<file path="config.mk">
export PLATFORM = sky130hd
export DESIGN_NAME = repair_rom_programmer
export DESIGN_NICKNAME = d
export VERILOG_FILES = /design/src/rtl/repair_rom_programmer.sv
export SDC_FILE = /design/constraint.sdc
export NUM_CORES = 1
export LEC_CHECK = 0
export BUFFER_PORTS_ARGS = -buffer_cell sky130_fd_sc_hd__buf_2
export CAP_MARGIN = 15
export CORE_MARGIN = 1.5
export CORE_UTILIZATION = 52
export DETAILED_ROUTE_END_ITERATION = 10
export PLACE_DENSITY_LB_ADDON = 0.12
export SYNTH_ARGS = -nofsm -noshare
export SYNTH_HDL_FRONTEND = slang
export SYNTH_SLANG_ARGS = --single-unit
</file>
<file path="constraint.sdc">
create_clock -name clk -period 2.1 [get_ports clk]
set_clock_uncertainty 0.2 [all_clocks]
set_input_delay 0.315 -clock clk [delete_from_list [all_inputs] [get_ports clk]]
set_output_delay 0.315 -clock clk [all_outputs]
set_load 0.01 [all_outputs]
</file>
<file path="src/rtl/repair_rom_programmer.sv">
module repair_rom_programmer #(
  parameter int M = 4,
  parameter int W = 8,
  parameter int C = 2,
  parameter int AW = 4,
  parameter logic [8*M-1:0] SEG_LEN = {8'd5, 8'd3, 8'd7, 8'd4},
  parameter logic [C-1:0] HDR_CTRL = 2'b10
) (
  input  logic          clk,
  input  logic          rst_n,
  input  logic          start_prog,
  input  logic          start_load,
  input  logic [M-1:0]  repaired_mask,
  output logic [M-1:0]  chain_sel,
  output logic          chain_shift,
  output logic          chain_si,
  input  logic          chain_so,
  output logic          rom_we,
  output logic          rom_re,
  output logic [AW-1:0] rom_addr,
  output logic [W-1:0]  rom_wdata,
  input  logic [W-1:0]  rom_rdata,
  input  logic          rom_busy,
  output logic          done
);

  function automatic int sum_all();
    int s = 0;
    for (int k = 0; k < M; k++) s += int'(SEG_LEN[8*k +: 8]);
    return s;
  endfunction

  localparam int TOTAL = sum_all();
  localparam int LW = $clog2(TOTAL + 1);
  localparam int PW = (W > 1) ? $clog2(W) : 1;
  localparam int MAXW = 1 + (TOTAL + W - 1) / W;

  function automatic logic [LW-1:0] bits_of(input logic [M-1:0] m);
    int s = 0;
    for (int k = 0; k < M; k++) if (m[k]) s += int'(SEG_LEN[8*k +: 8]);
    return LW'(s);
  endfunction

  typedef enum logic [2:0] {S_IDLE, S_WR, S_WWAIT, S_PSH, S_RD, S_RWAIT, S_LSH} st_t;

  st_t           st;
  logic [M-1:0]  mask_q;
  logic [LW-1:0] left;
  logic [PW-1:0] pos;
  logic [W-1:0]  wbuf;
  logic [AW-1:0] addr_q;
  logic          hdr_q, done_q;
  logic [M-1:0]  rd_mask;

  assign rd_mask     = rom_rdata[C +: M];
  assign chain_sel   = mask_q;
  assign chain_shift = (st == S_PSH) || (st == S_LSH);
  assign chain_si    = (st == S_LSH) ? wbuf[pos] : chain_so;
  assign rom_we      = (st == S_WR) && !rom_busy;
  assign rom_re      = (st == S_RD) && !rom_busy;
  assign rom_addr    = addr_q;
  assign rom_wdata   = wbuf;
  assign done        = done_q;

  always_ff @(posedge clk or negedge rst_n) begin
    if (!rst_n) begin
      st <= S_IDLE;
      mask_q <= '0;
      left <= '0;
      pos <= '0;
      wbuf <= '0;
      addr_q <= '0;
      hdr_q <= 1'b0;
      done_q <= 1'b0;
    end else begin
      case (st)
        S_IDLE: begin
          if (start_prog) begin
            mask_q <= repaired_mask;
            left <= bits_of(repaired_mask);
            wbuf <= W'({repaired_mask, HDR_CTRL});
            addr_q <= '0;
            done_q <= 1'b0;
            st <= S_WR;
          end else if (start_load) begin
            addr_q <= '0;
            hdr_q <= 1'b1;
            done_q <= 1'b0;
            st <= S_RD;
          end
        end
        S_WR: if (!rom_busy) st <= S_WWAIT;
        S_WWAIT: begin
          if (!rom_busy) begin
            addr_q <= addr_q + AW'(1);
            if (left == '0) begin
              done_q <= 1'b1;
              st <= S_IDLE;
            end else begin
              wbuf <= '0;
              pos <= '0;
              st <= S_PSH;
            end
          end
        end
        S_PSH: begin
          wbuf[pos] <= chain_so;
          left <= left - LW'(1);
          pos <= pos + PW'(1);
          if (left == LW'(1) || pos == PW'(W - 1)) st <= S_WR;
        end
        S_RD: if (!rom_busy) st <= S_RWAIT;
        S_RWAIT: begin
          if (!rom_busy) begin
            addr_q <= addr_q + AW'(1);
            wbuf <= rom_rdata;
            pos <= '0;
            if (hdr_q) begin
              hdr_q <= 1'b0;
              mask_q <= rd_mask;
              left <= bits_of(rd_mask);
              if (bits_of(rd_mask) == '0) begin
                done_q <= 1'b1;
                st <= S_IDLE;
              end else begin
                st <= S_RD;
              end
            end else begin
              st <= S_LSH;
            end
          end
        end
        S_LSH: begin
          left <= left - LW'(1);
          pos <= pos + PW'(1);
          if (left == LW'(1)) begin
            done_q <= 1'b1;
            st <= S_IDLE;
          end else if (pos == PW'(W - 1)) begin
            st <= S_RD;
          end
        end
        default: st <= S_IDLE;
      endcase
    end
  end

  assert_shift_needs_sel_R3: assert property (@(posedge clk) disable iff (!rst_n)
    chain_shift |-> (chain_sel != '0));
  assert_sel_steady_R7: assert property (@(posedge clk) disable iff (!rst_n)
    chain_shift |=> (chain_shift || done) ? $stable(chain_sel) : 1'b1);
  assert_we_pulse_R6: assert property (@(posedge clk) disable iff (!rst_n)
    rom_we |=> !rom_we);
  assert_re_pulse_R6: assert property (@(posedge clk) disable iff (!rst_n)
    rom_re |=> !rom_re);
  assert_addr_bound_R6: assert property (@(posedge clk) disable iff (!rst_n)
    (rom_we || rom_re) |-> (int'(rom_addr) < MAXW));
  assert_done_quiet_R9: assert property (@(posedge clk) disable iff (!rst_n)
    done |-> (!chain_shift && !rom_we && !rom_re));

endmodule

</file>
# After elaboration in Yosys (flattened, before gate mapping)
# Cells that the tools add are included.
# W data, S select, Z words.
dict set report op_classes {
  add_sub_neg 9
  n_mul 0
  div 0
  n_lt_le_gt_ge 2
  eq_ne 24
  shifts 0
  n_mux 79
  bitwise_logic 0
  reduce_logical 25
}
# operator n
set op_table {}
lappend op_table {{$mux W5} 27}
lappend op_table {{$mux W3} 16}
lappend op_table {{$mux W8} 4}
lappend op_table {{$pmux W8 S4} 1}
lappend op_table {{$mux W4} 6}
lappend op_table {{$ne A2 B2 Y1 const B} 12}
lappend op_table {{$pmux W3 S7} 1}
lappend op_table {{$add A5 B4 Y5 const B} 4}
lappend op_table {{$pmux W4 S2} 2}
lappend op_table {{$reduce_and A4 Y1} 4}
lappend op_table {{$pmux W5 S3} 1}
lappend op_table {{$mux W1} 14}
lappend op_table {{$eq A3 B3 Y1 const B} 4}
lappend op_table {{$add A5 B3 Y5 const B} 2}
lappend op_table {{$logic_not A5 Y1} 2}
lappend op_table {{$pmux W3 S3} 1}
lappend op_table {{$bwmux W8} 1}
lappend op_table {{$reduce_and A8 Y1} 1}
lappend op_table {{$reduce_bool A4 Y1} 2}
lappend op_table {{$reduce_and A7 Y1} 1}
lappend op_table {{$eq A3 B2 Y1 const B} 2}
lappend op_table {{$reduce_bool A3 Y1} 2}
lappend op_table {{$eq A5 B1 Y1 const B} 1}
lappend op_table {{$reduce_and A5 Y1} 1}
lappend op_table {{other kinds (21)} 27}
dict set report word_totals {
  ff_bits 29
  latch_bits 0
  ramBits 0
  rom_bits 0
  word_cells 147
  n_memories 0
}

# Depth between registers and ports, before layout
# Gate-level depths: netlist (run 1).
dict set report logic_depth {
  depth_word 24
  depth_mapped 7
}

# Worst setup path after synthesis (run 1)
# No wires, ideal clock.
dict set report synth_timing {
  path_type {input-to-reg}
  start {input rom_rdata[2]}
  end {register st[2]}
  setup_ns 0.126
  arrival_ns 1.873
  slack_ns -0.099
  path_stages 7
  path_buffers 0
  path_cell_list {inv_1 > ha_1 > inv_1 > xnor3_1 > a41oi_1 > or3_1 > a221o_1}
}
dict set report synth_between {
  elab_chain_cells 24
}
# item line
set synth_lines {}
lappend synth_lines {{start, declared} 22} ;# input logic [W-1:0] rom_rdata,
lappend synth_lines {{$mux W3 *} 40} ;# for (int k = 0; k < M; k++) if (m[k]) s += int'(SEG_LEN[8*k +: 8]);
lappend synth_lines {{$mux W5 *} 118} ;# if (hdr_q) begin
lappend synth_lines {{$mux W5 *} 114} ;# if (!rom_busy) begin
lappend synth_lines {{$mux W5 *} 76} ;# case (st)
lappend synth_lines {{$add A5 B4 Y5} 40}
lappend synth_lines {{$mux W5 *} 40}
lappend synth_lines {{$mux W5 *} 118}
lappend synth_lines {{$mux W5 *} 114}
lappend synth_lines {{(+8 left out)} --}
lappend synth_lines {{$mux W5 *} 118}
lappend synth_lines {{$mux W5 *} 114}
lappend synth_lines {{$mux W5 *} 76}
lappend synth_lines {{$logic_not A5 Y1 *} 122} ;# if (bits_of(rd_mask) == '0) begin
lappend synth_lines {{$mux W3 *} 122}
lappend synth_lines {{$mux W3 *} 118}
lappend synth_lines {{$mux W3 *} 114}
lappend synth_lines {{$pmux W3 S7 *} 76}
lappend synth_lines {{end signal, assigned} 112} ;# S_RD: if (!rom_busy) st <= S_RWAIT;
lappend synth_lines {{end signal, assigned} 124} ;# st <= S_IDLE;
lappend synth_lines {{end signal, assigned} 126} ;# st <= S_RD;
lappend synth_lines {{end, declared} 46} ;# st_t st;
# Mark *: on every way between the ends. The rest lies on a longest branch, timed or not. The select of a mux whose other input is x is not followed.
# A chain may end at the register's enable or synchronous reset.

# Final worst setup path (run 1)
dict set report layout_timing {
  start {register left[1]}
  end {register st[2]}
}
dict set report layout_between {
  elab_chain_cells 4
  elab_cells_between_ends 7
}
# item line
set layout_lines {}
lappend layout_lines {{start, declared} 48} ;# logic [LW-1:0] left;
lappend layout_lines {{start signal, assigned} 80} ;# left <= bits_of(repaired_mask);
lappend layout_lines {{start signal, assigned} 108} ;# left <= left - LW'(1);
lappend layout_lines {{start signal, assigned} 121} ;# left <= bits_of(rd_mask);
lappend layout_lines {{$eq A5 B1 Y1 *} {110, 136}}
lappend layout_lines {{$logic_or A1 B1 Y1} 110} ;# if (left == LW'(1) || pos == PW'(W - 1)) st <= S_WR;
lappend layout_lines {{$ne A2 B1 Y1 (no line)} --}
lappend layout_lines {{$reduce_and A7 Y1 (no line)} --}
lappend layout_lines {{end signal, assigned} 110}
lappend layout_lines {{end signal, assigned} 112}
lappend layout_lines {{end signal, assigned} 138} ;# st <= S_IDLE;
# Mark *: on every way between the ends. The rest lies on a longest branch, timed or not.

==> qor.log, run 1 <==
qor: pwr.p_comb_frac 0.678
qor: setup_path.crit_chain inv_2 > ha_4 > or4b_4 > and3_4 > or3_4 > a221o_1
qor: grt.track_usage 0.278
qor: synthesis.netlist_instances 313
qor: grt.overall_overflow_remaining_after_global_route 0
qor: pwr.switching_share 0.439
qor: sta.setup_viol 7
qor: final_layout.share_of_final_layout_standard_cells_stronger_than_drive_strength_1 0.354
qor: grt.grt_antenna_before_repair 0
qor: setup_path.critical_path_start_type register
qor: detailed_routing.first_iter_violations 163
qor: clock_network.cts_tree yes
qor: detailed_routing.routed_wirelength 7580 µm
qor: pwr.ir_drop 0.761 mV
qor: synthesis.synth.ff_latch_count 29
qor: die.design.portCount 39
qor: grt.grt_util_met2 0.443
qor: grt.gr-usage-met1 0.391
qor: synthesis.synth-async-reset-ratio 1.00
qor: min_path.timing.hold.worst.class input port to register
qor: clock_network.root_buffer sky130_fd_sc_hd__clkbuf_8
qor: detailed_routing.ant_nets 0
qor: synthesis.post_synthesis_cell_type_count 61
qor: die.die_width 73.0 µm
qor: setup_path.worst_ep_arrival_time 2.23 ns
qor: final_layout.insertedDiodeCount 0
qor: synthesis.synthesis.area 2540 µm²
qor: grt.met3_usage 0.0428
qor: placement.hpwl 5440 µm
qor: sta.timing.hold.ws 0.129 ns
qor: die.die-height 73.0 µm
qor: synthesis.syn_area_per_cell 8.13 µm²
qor: setup_path.critical_path.max_fanout 2
qor: sta.max_freq 0.444 GHz
qor: sta.max_slew_margin 0.526
qor: detailed_routing.routed_via_count_divided_by_cell_count 5.79
qor: sta.final_hold_viol_count 0
qor: detailed_routing.routedWlPerCell 15.8 µm
qor: die.core-area 4720 µm²
qor: detailed_routing.dr.pass1.iters 4
qor: clock_network.cts.sink_count 29
qor: clock_network.cts_buffer_count 5
qor: die.std_cell_rows 25
qor: pwr.sequentialPowerShare 0.219
qor: clock_network.clk_pin_slew 0.07 ns
qor: final_layout.fillers 365
qor: final_layout.final_layout_net_count 442
qor: synthesis.ys_warn_count 0
qor: die.floorplan.die_area 5320 µm²
qor: final_layout.multi_input_area 1810 µm²
qor: sta.final.setup.tns -0.396 ns
qor: detailed_routing.drt_drc_violations_left 0
qor: pwr.power_density 1480 nW/µm²
qor: synthesis.synth_top_cell_by_area sky130_fd_sc_hd__dfrtp_1
qor: placement.io_buffers 38
qor: setup_path.critical_path.n_buffers_inverters 1
qor: synthesis.post_synth_main_area_contributors sky130_fd_sc_hd__dfrtp_1 (29%), sky130_fd_sc_hd__ha_1 (6.4%), sky130_fd_sc_hd__nand2_1 (6.2%), sky130_fd_sc_hd__mux2i_1 (5.5%), sky130_fd_sc_hd__o21ai_0 (5.3%)
qor: setup_path.crit_path_end_kind register
qor: final_layout.synthToLayoutAreaGrowth 38.6%
qor: clock_network.worst_skew_late_latency 0.29 ns
qor: setup_path.criticalPathCategory register to register
qor: die.initial_utilization 0.539
qor: grt.grt_pass1_wl 11400 µm
qor: setup_path.timing.critical_path.required 2.08 ns
qor: sta.worst-slew-pin-transition 0.711 ns
qor: sta.timing.final.crit_share 1.07
qor: synthesis.synth.yosys.seq_area_share 0.285
qor: synthesis.synth-edff-count 0
qor: status.outcome finished with violations
qor: sta.grt_setup_unrepaired true
qor: run.max_cap_viol_count 0
qor: setup_path.slowest_delay 0.46 ns
qor: pwr.cellInternalPower 2.92 mW
qor: grt.grt_most_used_layer met2
qor: synthesis.synth_fp_nets 344
qor: clock_network.clockBufferDepth 2
qor: synthesis.yosys.area.top_type_share 0.285
qor: detailed_routing.via_count 2775
qor: grt.vias_in_the_first_global_route 2356
qor: pwr.power.clock.fraction 0.103
qor: placement.routabilityCongestion 0.932
qor: sta.post-route-min-period 2.25 ns
qor: grt.grt_max_degree 30
qor: synthesis.ys_dominant_reg_cell sky130_fd_sc_hd__dfrtp_1
qor: final_layout.regArea 729 µm²
qor: status.failed_checks negative setup slack
qor: pwr.power_leakage 1.70 nW
qor: clock_network.ctsHtreeMaxLevel 2
qor: sta.final_critical_path_setup_slack -0.152 ns
qor: sta.maxSlewViolCount 0
qor: setup_path.worst_path_max_delay_cell sky130_fd_sc_hd__or4b_4
qor: pwr.switching_power 2.29 mW
qor: setup_path.cell_family_with_most_cp_delay simple AND/OR/NAND/NOR gates
## flip-flops by register name, indices dropped and copies added (netlist names)
register   cells
pos            3
st             3
done           1
chain_sel      4
left           5
hdr_q          1
rom_wdata      8
rom_addr       4
## worst min-delay path, cell delays in order
cell and delay [ns]:
sky130_fd_sc_hd__buf_2 0.08, sky130_fd_sc_hd__a2bb2oi_1 0.06, sky130_fd_sc_hd__a2bb2oi_1 0.12
## logic make-up after synthesis
kind of cell / count (synthesis) / share of synthesized area
AO/OA/AOI/OAI: 101 / 0.267
flip-flops: 29 / 0.285
AND/OR/NAND/NOR: 113 / 0.236
XOR/XNOR: 4 / 0.0246
buffers and inverters: 36 / 0.0551
multiplexers: 16 / 0.0639
adder cells (fa/ha/maj): 14 / 0.0678
## metal layers
layer  up-vias  wire length [µm]
met4         0               123
met2        83              3680
met5         -                 0
li1       1358                 -
met3        16               333
met1      1318              3450
## Yosys cell counts (3+ instances only)
cell type / instances
sky130_fd_sc_hd__a21boi_0: 4
sky130_fd_sc_hd__a21oi_1: 11
sky130_fd_sc_hd__a221oi_1: 3
sky130_fd_sc_hd__a22o_1: 5
sky130_fd_sc_hd__a31oi_1: 10
sky130_fd_sc_hd__a32o_1: 3
sky130_fd_sc_hd__and2_1: 7
sky130_fd_sc_hd__and3b_1: 3
sky130_fd_sc_hd__buf_1: 5
sky130_fd_sc_hd__buf_2: 4
sky130_fd_sc_hd__clkbuf_1: 8
sky130_fd_sc_hd__dfrtp_1: 29
sky130_fd_sc_hd__ha_1: 13
sky130_fd_sc_hd__inv_1: 17
sky130_fd_sc_hd__mux2i_1: 14
sky130_fd_sc_hd__nand2_1: 42
sky130_fd_sc_hd__nand2b_1: 5
sky130_fd_sc_hd__nand3_1: 4
sky130_fd_sc_hd__nand3b_1: 3
sky130_fd_sc_hd__nor2_1: 17
sky130_fd_sc_hd__nor2b_1: 7
sky130_fd_sc_hd__nor3_1: 5
sky130_fd_sc_hd__nor3b_1: 4
sky130_fd_sc_hd__o211ai_1: 3
sky130_fd_sc_hd__o21ai_0: 27
sky130_fd_sc_hd__o221ai_1: 7
sky130_fd_sc_hd__o22ai_1: 5
sky130_fd_sc_hd__o31ai_1: 3
## cell usage in the layout, fill, tap and decap left out, types with 4 or more instances in the layout
master / instances
sky130_fd_sc_hd__nor2_1: 17
sky130_fd_sc_hd__dfrtp_1: 26
sky130_fd_sc_hd__o221ai_1: 6
sky130_fd_sc_hd__nor3_1: 5
sky130_fd_sc_hd__inv_1: 15
sky130_fd_sc_hd__nor2b_1: 4
sky130_fd_sc_hd__o21ai_0: 23
sky130_fd_sc_hd__mux2i_1: 14
sky130_fd_sc_hd__buf_2: 38
sky130_fd_sc_hd__o22ai_1: 5
sky130_fd_sc_hd__a21oi_1: 9
sky130_fd_sc_hd__a22o_1: 5
sky130_fd_sc_hd__clkbuf_8: 7
sky130_fd_sc_hd__buf_4: 64
sky130_fd_sc_hd__nand3_1: 4
sky130_fd_sc_hd__o21ai_1: 6
sky130_fd_sc_hd__nand2b_1: 5
sky130_fd_sc_hd__a31oi_1: 10
sky130_fd_sc_hd__ha_1: 11
sky130_fd_sc_hd__buf_6: 5
sky130_fd_sc_hd__and2_1: 6
sky130_fd_sc_hd__nand2_1: 40
## power groups by stage
stage                     registers [mW]  logic [mW]  clock network [mW]
after detailed placement            1.12        2.99                   0
after global routing                1.16        3.85               0.565
final                               1.14        3.53               0.539
after floorplan                     1.11        1.77                   0
after global placement              1.11        2.95                   0
after CTS                           1.12        3.17               0.545
## final timing paths
path | startpoint | endpoint | slack (ns) | cells past startpoint
hold / removal | rom_rdata[1] | rom_wdata[1] | 0.13 | 3
max in group asynchronous | rst_n | st[1] | 0.80 | 2
hold reg to reg | rom_addr[1] | rom_addr[1] | 0.34 | 1
setup reg to reg | left[1] | st[2] | -0.15 | 6
setup / recovery | left[1] | st[2] | -0.15 | 6
min in group asynchronous | rst_n | rom_wdata[7] | 0.41 | 2
## what timing repair did
action,CTS,global route
pin swaps,5,10
endpoints found under the setup margin,14,18
gates resized for setup,20,20
hold endpoints to repair,29,0
hold buffers,1,0
buffers inserted,6,9
## per-stage QoR
| step | util | std cells | area, µm² | worst slack [ns] | power (mW) |
|---|---|---|---|---|---|
| 2_1_floorplan | - | 313 | 2550 | -0.0444 | 2.89 |
| 3_3_place_gp | 0.669 | 455 | 3160 | -0.185 | 4.05 |
| 3_5_place_dp | 0.669 | 455 | 3160 | -0.211 | 4.11 |
| 4_1_cts | 0.716 | 470 | 3380 | -0.107 | 4.84 |
| 5_1_grt | 0.747 | 479 | 3530 | -0.198 | 5.58 |
| 6_report | 0.747 | 479 | 3530 | -0.152 | 5.21 |
## cell type report
type	instances	share of cell area
Timing Repair Buffer	108	0.209
Sequential cell	29	0.207
Tap cell	67	0.0238
Clock inverter	1	0.00142
Clock buffer	7	0.0273
Inverter	19	0.0202
Multi-Input combinational cell	248	0.512
Note: power is estimated with default switching activity, not from simulation.
==> run 2, diff against run 1 <==
--- a/config.mk
+++ b/config.mk
@@ -6,11 +6,11 @@
 export NUM_CORES = 1
 export LEC_CHECK = 0
 export BUFFER_PORTS_ARGS = -buffer_cell sky130_fd_sc_hd__buf_2
-export CAP_MARGIN = 15
 export CORE_MARGIN = 1.5
 export CORE_UTILIZATION = 52
 export DETAILED_ROUTE_END_ITERATION = 10
 export PLACE_DENSITY_LB_ADDON = 0.12
+export REMOVE_ABC_BUFFERS = 1
 export SYNTH_ARGS = -nofsm -noshare
 export SYNTH_HDL_FRONTEND = slang
 export SYNTH_SLANG_ARGS = --single-unit
==> qor.log, run 2 (same netlist as run 1, synthesis figures left out) <==
qor: status.outcome finished with violations
qor: status.failed_checks negative setup slack
qor: sta.worst-slew-pin-transition 0.678 ns [-0.0331 ns]
qor: detailed_routing.dr.pass1.iters 5 [+1]
qor: final_layout.final_core_util 0.753 [+0.00583]
qor: final_layout.mostFrequentLayoutCell sky130_fd_sc_hd__buf_4
qor: setup_path.crit_path_end_kind register
qor: sta.setup_viol 6 [-1]
qor: setup_path.critical_path_start_type register
qor: setup_path.criticalPathCategory register to register
qor: die.floorplan.die_area 5320 µm² [unchanged]
qor: sta.final.setup.tns -0.254 ns [+0.142 ns]
qor: pwr.ir_drop 0.899 mV [+18%]
qor: final_layout.final_layout_net_count 442 [unchanged]
qor: grt.grt_pass1_wl 12100 µm [+6.4%]
qor: sta.final_hold_viol_count 0 [unchanged]
qor: die.die-height 73.0 µm [unchanged]
qor: setup_path.critical_path.max_fanout 3 [+1]
qor: sta.final_critical_path_setup_slack -0.105 ns [+0.0471 ns]
qor: setup_path.worst_ep_arrival_time 2.18 ns [-0.05 ns]
qor: final_layout.flip_flop_count_of_the_largest_register_after_layout 8 [unchanged]
qor: detailed_routing.routed_via_count_divided_by_cell_count 5.81 [+0.22%]
qor: die.core-area 4720 µm² [unchanged]
qor: clock_network.cts_tree yes
qor: clock_network.root_buffer sky130_fd_sc_hd__clkbuf_8
qor: sta.max_freq 0.454 GHz [+2.1%]
qor: sta.timing.final.crit_share 1.05 [-0.0224]
qor: detailed_routing.drt_drc_violations_left 0 [unchanged]
qor: min_path.hold_end rom_wdata[1]
qor: min_path.min_from rom_rdata[1]
qor: die.die_width 73.0 µm [unchanged]
qor: pwr.power_density 1430 nW/µm² [-3.0%]
qor: clock_network.cts.sink_count 29 [unchanged]
qor: detailed_routing.routedWlPerCell 15.7 µm [-0.98%]
qor: min_path.holdPathStages 3 [unchanged]
qor: placement.io_buffers 38 [unchanged]
qor: pwr.power_leakage 1.71 nW [+0.76%]
qor: detailed_routing.via_count 2781 [+0.22%]
qor: run.max_cap_viol_count 0 [unchanged]
qor: detailed_routing.ant_nets 0 [unchanged]
qor: setup_path.timing.critical_path.required 2.07 ns [about the same]
qor: setup_path.ff2ff_setup_slack -0.10 ns [+0.05 ns]
qor: die.initial_utilization 0.539 [unchanged]
qor: grt.track_usage 0.296 [+0.0178]
qor: grt.grt_max_degree 30 [unchanged]
qor: sta.post-route-min-period 2.20 ns [-0.0471 ns]
qor: clock_network.cts_buffer_count 5 [unchanged]
qor: clock_network.clk_pin_slew 0.07 ns [about the same]
qor: clock_network.worst_skew_late_latency 0.29 ns [about the same]
qor: placement.hpwl 5450 µm [+0.22%]
qor: final_layout.fillers 357 [-2.2%]
qor: final_layout.insertedDiodeCount 0 [unchanged]
qor: placement.routabilityCongestion 0.956 [+2.6%]
qor: final_layout.most-common-layout-cells sky130_fd_sc_hd__buf_4 (62), sky130_fd_sc_hd__nand2_1 (41), sky130_fd_sc_hd__buf_2 (38)
qor: final_layout.synthToLayoutAreaGrowth 39.7%
qor: setup_path.regToRegStartpoint left[0]
qor: clock_network.clockBufferDepth 2 [unchanged]
qor: die.design.portCount 39 [unchanged]
qor: setup_path.ff2ff_path_depth 6 [unchanged]
qor: detailed_routing.routed_wirelength 7510 µm [-0.98%]
qor: die.std_cell_rows 25 [unchanged]
qor: setup_path.crit-reg2reg-capture st[2]
qor: grt.vias_in_the_first_global_route 2517 [+6.8%]
qor: sta.grt_setup_unrepaired true
qor: sta.maxSlewViolCount 0 [unchanged]
qor: final_layout.share_of_final_layout_standard_cells_stronger_than_drive_strength_1 0.376 [+0.0218]
qor: sta.max_slew_margin 0.548 [+0.0220]
qor: min_path.timing.hold.worst.class input port to register
qor: clock_network.ctsHtreeMaxLevel 2 [unchanged]
qor: detailed_routing.first_iter_violations 157 [-3.7%]
qor: placement.post-place-ws -0.313 ns [-0.102 ns]
qor: grt.overall_overflow_remaining_after_global_route 0 [unchanged]
qor: grt.grt_antenna_before_repair 0 [unchanged]
-- run 2: changes by cell type in the layout (fill, tap and decap cells not counted), moves of 3 or more --
cell,before,now
sky130_fd_sc_hd__nor2_1,17,14
sky130_fd_sc_hd__nor2_2,0,3
sky130_fd_sc_hd__o21ai_1,6,2
sky130_fd_sc_hd__o21ai_2,0,3
sky130_fd_sc_hd__o221ai_1,6,3
sky130_fd_sc_hd__o221ai_2,1,4
-- run 2: layer usage --
metal	track usage	part of all wire	up-vias
li1	-	-	1367
met1	0.405	0.46	1313
met2	0.474	0.47	87
met3	0.0525	0.053	14
met4	0.0901	0.016	0
met5	0	0	-
-- run 2: what timing repair did --
item                                    4_1_cts  5_1_grt
pin swaps                                     5        9
endpoints found under the hold margin        29        0
hold buffers                                  1        0
buffers inserted                              5        9
resized for setup                            15       35
endpoints found under the setup margin       16       24
-- run 2: worst max path at each step --
stage	startpoint	slack, ns	depth (start not counted)	endpoint
finish	left[0]	-0.10	6	st[2]
global route	rom_rdata[3]	-0.19	8	st[2]
CTS	left[1]	-0.13	7	done
detailed placement	rom_rdata[2]	-0.31	8	st[2]
global placement	rom_rdata[2]	-0.27	8	st[2]
floorplan	st[2]	-0.20	5	done
-- run 2: critical path, stage by stage, from the launching register on --
cell and delay, ns:
sky130_fd_sc_hd__dfrtp_1 0.36, sky130_fd_sc_hd__buf_6 0.11, sky130_fd_sc_hd__ha_1 0.12, sky130_fd_sc_hd__or4b_4 0.48, sky130_fd_sc_hd__and3_4 0.17, sky130_fd_sc_hd__or3_4 0.33, sky130_fd_sc_hd__a221o_1 0.31
-- run 2: area by class of cell --
type | instances | area, µm² | area share
clock buffers | 6 | 72.6 | 0.0204
clock inverters | 2 | 10.0 | 0.00281
inverters | 19 | 71.3 | 0.0201
multi-input cells | 248 | 1830 | 0.513
flip-flops and latches | 29 | 731 | 0.205
well taps | 67 | 83.8 | 0.0236
repair buffers | 108 | 762 | 0.214
-- run 2: stage by stage --
stage                     power, mW  std cells  area (µm²)  hold slack [ns]
final                          5.10        479        3560            0.146
after global routing           5.53        479        3560            0.171
after CTS                      4.74        470        3350            0.139
after detailed placement       4.10        456        3180            0.191
after global placement         4.06        456        3180            0.179
after floorplan                2.79        296        2480           -0.181
-- run 2: power by group --
part | total, mW | internal [mW] | switching, mW
logic | 3.54 | 1.79 | 1.75
registers | 1.10 | 0.822 | 0.280
clock network | 0.454 | 0.229 | 0.225
==> run 3, diff against run 2 <==
--- a/config.mk
+++ b/config.mk
@@ -9,6 +9,7 @@
 export CORE_MARGIN = 1.5
 export CORE_UTILIZATION = 52
 export DETAILED_ROUTE_END_ITERATION = 10
+export GPL_ROUTABILITY_DRIVEN = 0
 export PLACE_DENSITY_LB_ADDON = 0.12
 export REMOVE_ABC_BUFFERS = 1
 export SYNTH_ARGS = -nofsm -noshare
==> constraint.sdc (replaced) <==
create_clock -name clk -period 2.1 [get_ports clk]
set_clock_uncertainty 0.2 [all_clocks]
set_input_delay 0.42 -clock clk [delete_from_list [all_inputs] [get_ports clk]]
set_output_delay 0.42 -clock clk [all_outputs]
set_load 0.01 [all_outputs]
==> qor.log, run 3 (same netlist as run 1, synthesis figures left out) <==
qor: status.outcome finished with violations
qor: status.failed_checks negative setup slack
qor: pwr.power_density 1410 nW/µm² [-1.6%]
qor: sta.maxSlewViolCount 0 [unchanged]
qor: detailed_routing.routed_via_count_divided_by_cell_count 5.87 [+1.1%]
qor: setup_path.criticalPathCategory register to register
qor: grt.vias_in_the_first_global_route 2665 [+5.9%]
qor: placement.hpwl 5510 µm [+1.1%]
qor: final_layout.final_layout_net_count 447 [+1.1%]
qor: detailed_routing.routedWlPerCell 15.6 µm [-0.19%]
qor: setup_path.critical_path_start_type register
qor: min_path.timing.hold.worst.class input port to register
qor: die.floorplan.die_area 5320 µm² [unchanged]
qor: final_layout.most-common-layout-cells sky130_fd_sc_hd__buf_4 (69), sky130_fd_sc_hd__nand2_1 (41), sky130_fd_sc_hd__buf_2 (38)
qor: final_layout.flip_flop_count_of_the_largest_register_after_layout 8 [unchanged]
qor: final_layout.fillers 355 [-0.56%]
qor: setup_path.ff2ff_setup_slack -0.19 ns [-0.09 ns]
qor: clock_network.clockBufferDepth 2 [unchanged]
qor: pwr.final_total_pwr 5.08 mW [-0.38%]
qor: setup_path.slowest_delay 0.47 ns [about the same]
qor: sta.worst-slew-pin-transition 0.675 ns [-0.00338 ns]
qor: grt.grt_max_degree 30 [unchanged]
qor: setup_path.crit_chain inv_2 > ha_4 > or4b_4 > and3_4 > or3_4 > a221o_1
qor: detailed_routing.ant_nets 0 [unchanged]
qor: clock_network.cts_buffer_count 5 [unchanged]
qor: setup_path.critical_path.max_fanout 3 [unchanged]
qor: sta.grt_setup_unrepaired true
qor: min_path.min_from rom_rdata[1]
qor: die.design.portCount 39 [unchanged]
qor: clock_network.clk_pin_slew 0.07 ns [about the same]
qor: pwr.ir_drop 0.782 mV [-13%]
qor: clock_network.worst_skew_late_latency 0.29 ns [about the same]
qor: detailed_routing.via_count 2840 [+2.1%]
qor: clock_network.root_buffer sky130_fd_sc_hd__clkbuf_8
qor: sta.setup_viol 10 [+4]
qor: grt.track_usage 0.295 [-0.000476]
qor: final_layout.insertedDiodeCount 0 [unchanged]
qor: setup_path.ff2ff_path_depth 6 [unchanged]
qor: sta.max_slew_margin 0.550 [+0.00225]
qor: sta.final_critical_path_setup_slack -0.192 ns [-0.0869 ns]
qor: final_layout.final_core_util 0.762 [+0.00954]
qor: detailed_routing.first_iter_violations 163 [+3.8%]
qor: die.std_cell_rows 25 [unchanged]
qor: detailed_routing.drt_drc_violations_left 0 [unchanged]
qor: setup_path.crit-reg2reg-capture st[2]
qor: setup_path.crit_path_end_kind register
qor: grt.grt_pass1_wl 12200 µm [+0.34%]
qor: die.initial_utilization 0.539 [unchanged]
qor: final_layout.mostFrequentLayoutCell sky130_fd_sc_hd__buf_4
qor: die.die-height 73.0 µm [unchanged]
qor: setup_path.regToRegStartpoint left[1]
qor: setup_path.timing.critical_path.required 2.07 ns [about the same]
qor: sta.final_hold_viol_count 0 [unchanged]
qor: sta.max_freq 0.436 GHz [-3.8%]
qor: min_path.hold_end rom_wdata[1]
qor: setup_path.worst_path_max_delay_cell sky130_fd_sc_hd__or4b_4
qor: detailed_routing.routed_wirelength 7570 µm [+0.85%]
qor: clock_network.cts_tree yes
qor: sta.timing.final.crit_share 1.09 [+0.0414]
qor: detailed_routing.dr.pass1.iters 4 [-1]
qor: clock_network.cts.sink_count 29 [unchanged]
qor: die.die_width 73.0 µm [unchanged]
qor: final_layout.share_of_final_layout_standard_cells_stronger_than_drive_strength_1 0.384 [+0.00748]
qor: sta.post-route-min-period 2.29 ns [+0.0869 ns]
qor: die.core-area 4720 µm² [unchanged]
qor: setup_path.worst_ep_arrival_time 2.26 ns [+0.08 ns]
qor: pwr.power_leakage 1.73 nW [+0.83%]
qor: clock_network.ctsHtreeMaxLevel 2 [unchanged]
qor: grt.grt_antenna_before_repair 0 [unchanged]
qor: placement.io_buffers 38 [unchanged]
qor: run.max_cap_viol_count 0 [unchanged]
qor: grt.overall_overflow_remaining_after_global_route 0 [unchanged]
qor: final_layout.synthToLayoutAreaGrowth 41.5%
qor: min_path.holdPathStages 3 [unchanged]
[run 3: cell count changes in the layout (fill, tap and decap cells not counted), sizes merged]
cell	change
buf	+5
[run 3: how the worst max path moves through the flow]
| stage | start | end | cells after the start |
|---|---|---|---|
| 2_1_floorplan | rom_rdata[2] | st[2] | 7 |
| 3_3_place_gp | rom_rdata[2] | st[2] | 8 |
| 3_5_place_dp | rom_rdata[2] | st[2] | 8 |
| 4_1_cts | pos[0] | chain_si | 6 |
| 5_1_grt | left[1] | st[2] | 6 |
| 6_report | left[1] | st[2] | 6 |
[run 3: area by class of cell]
cell class	instances	area, µm²	share of cell area
clock inverters	2	10.0	0.00278
repair buffers	113	792	0.220
clock buffers	6	72.6	0.0202
flip-flops and latches	29	732	0.203
inverters	19	71.3	0.0198
well taps	67	83.8	0.0233
multi-input cells	248	1840	0.511
[run 3: report_power, final]
group | internal [mW] | switching [mW] | total (mW)
clock network | 0.229 | 0.232 | 0.462
logic | 1.78 | 1.73 | 3.51
registers | 0.824 | 0.282 | 1.11
total | 2.83 | 2.25 | 5.08
[run 3: worst max-delay path, delay by kind of cell, from the launching register on]
kind | cells | cell delay (ns)
DFF | 1 | 0.39
and+or+nand+nor | 3 | 1.03
adders and majority gates | 1 | 0.12
buffers and inverters | 1 | 0.09
AOI/OAI and AO/OA | 1 | 0.36
[run 3: per-layer routing]
layer  global-route usage  vias up  wire, µm
li1                     -     1368         -
met2                0.490       84      3650
met1                0.392     1365      3340
met5                    0        -         0
met4                0.113        0       211
met3               0.0359       23       360
[run 3: timing repair]
item / in CTS / in global routing
setup buffers: 3 / 8
pin swaps: 6 / 10
hold buffers: 1 / 0
gates cloned: 0 / 0
endpoints found under the hold margin: 29 / 0
resized for setup: 20 / 28
endpoints found under the setup margin: 12 / 22
[run 3: per-stage QoR]
| stage | hold slack, ns | worst slack, ns | instance area (µm²) | TNS (ns) | std cells |
|---|---|---|---|---|---|
| after floorplan | -0.0756 | -0.204 | 2480 | -1.01 | 296 |
| after detailed placement | 0.298 | -0.478 | 3250 | -1.07 | 464 |
| final | 0.222 | -0.192 | 3600 | -0.693 | 484 |
| after global placement | 0.284 | -0.378 | 3250 | -0.861 | 464 |
| after CTS | 0.227 | -0.203 | 3420 | -0.489 | 476 |
| after global routing | 0.241 | -0.241 | 3600 | -1.40 | 484 |
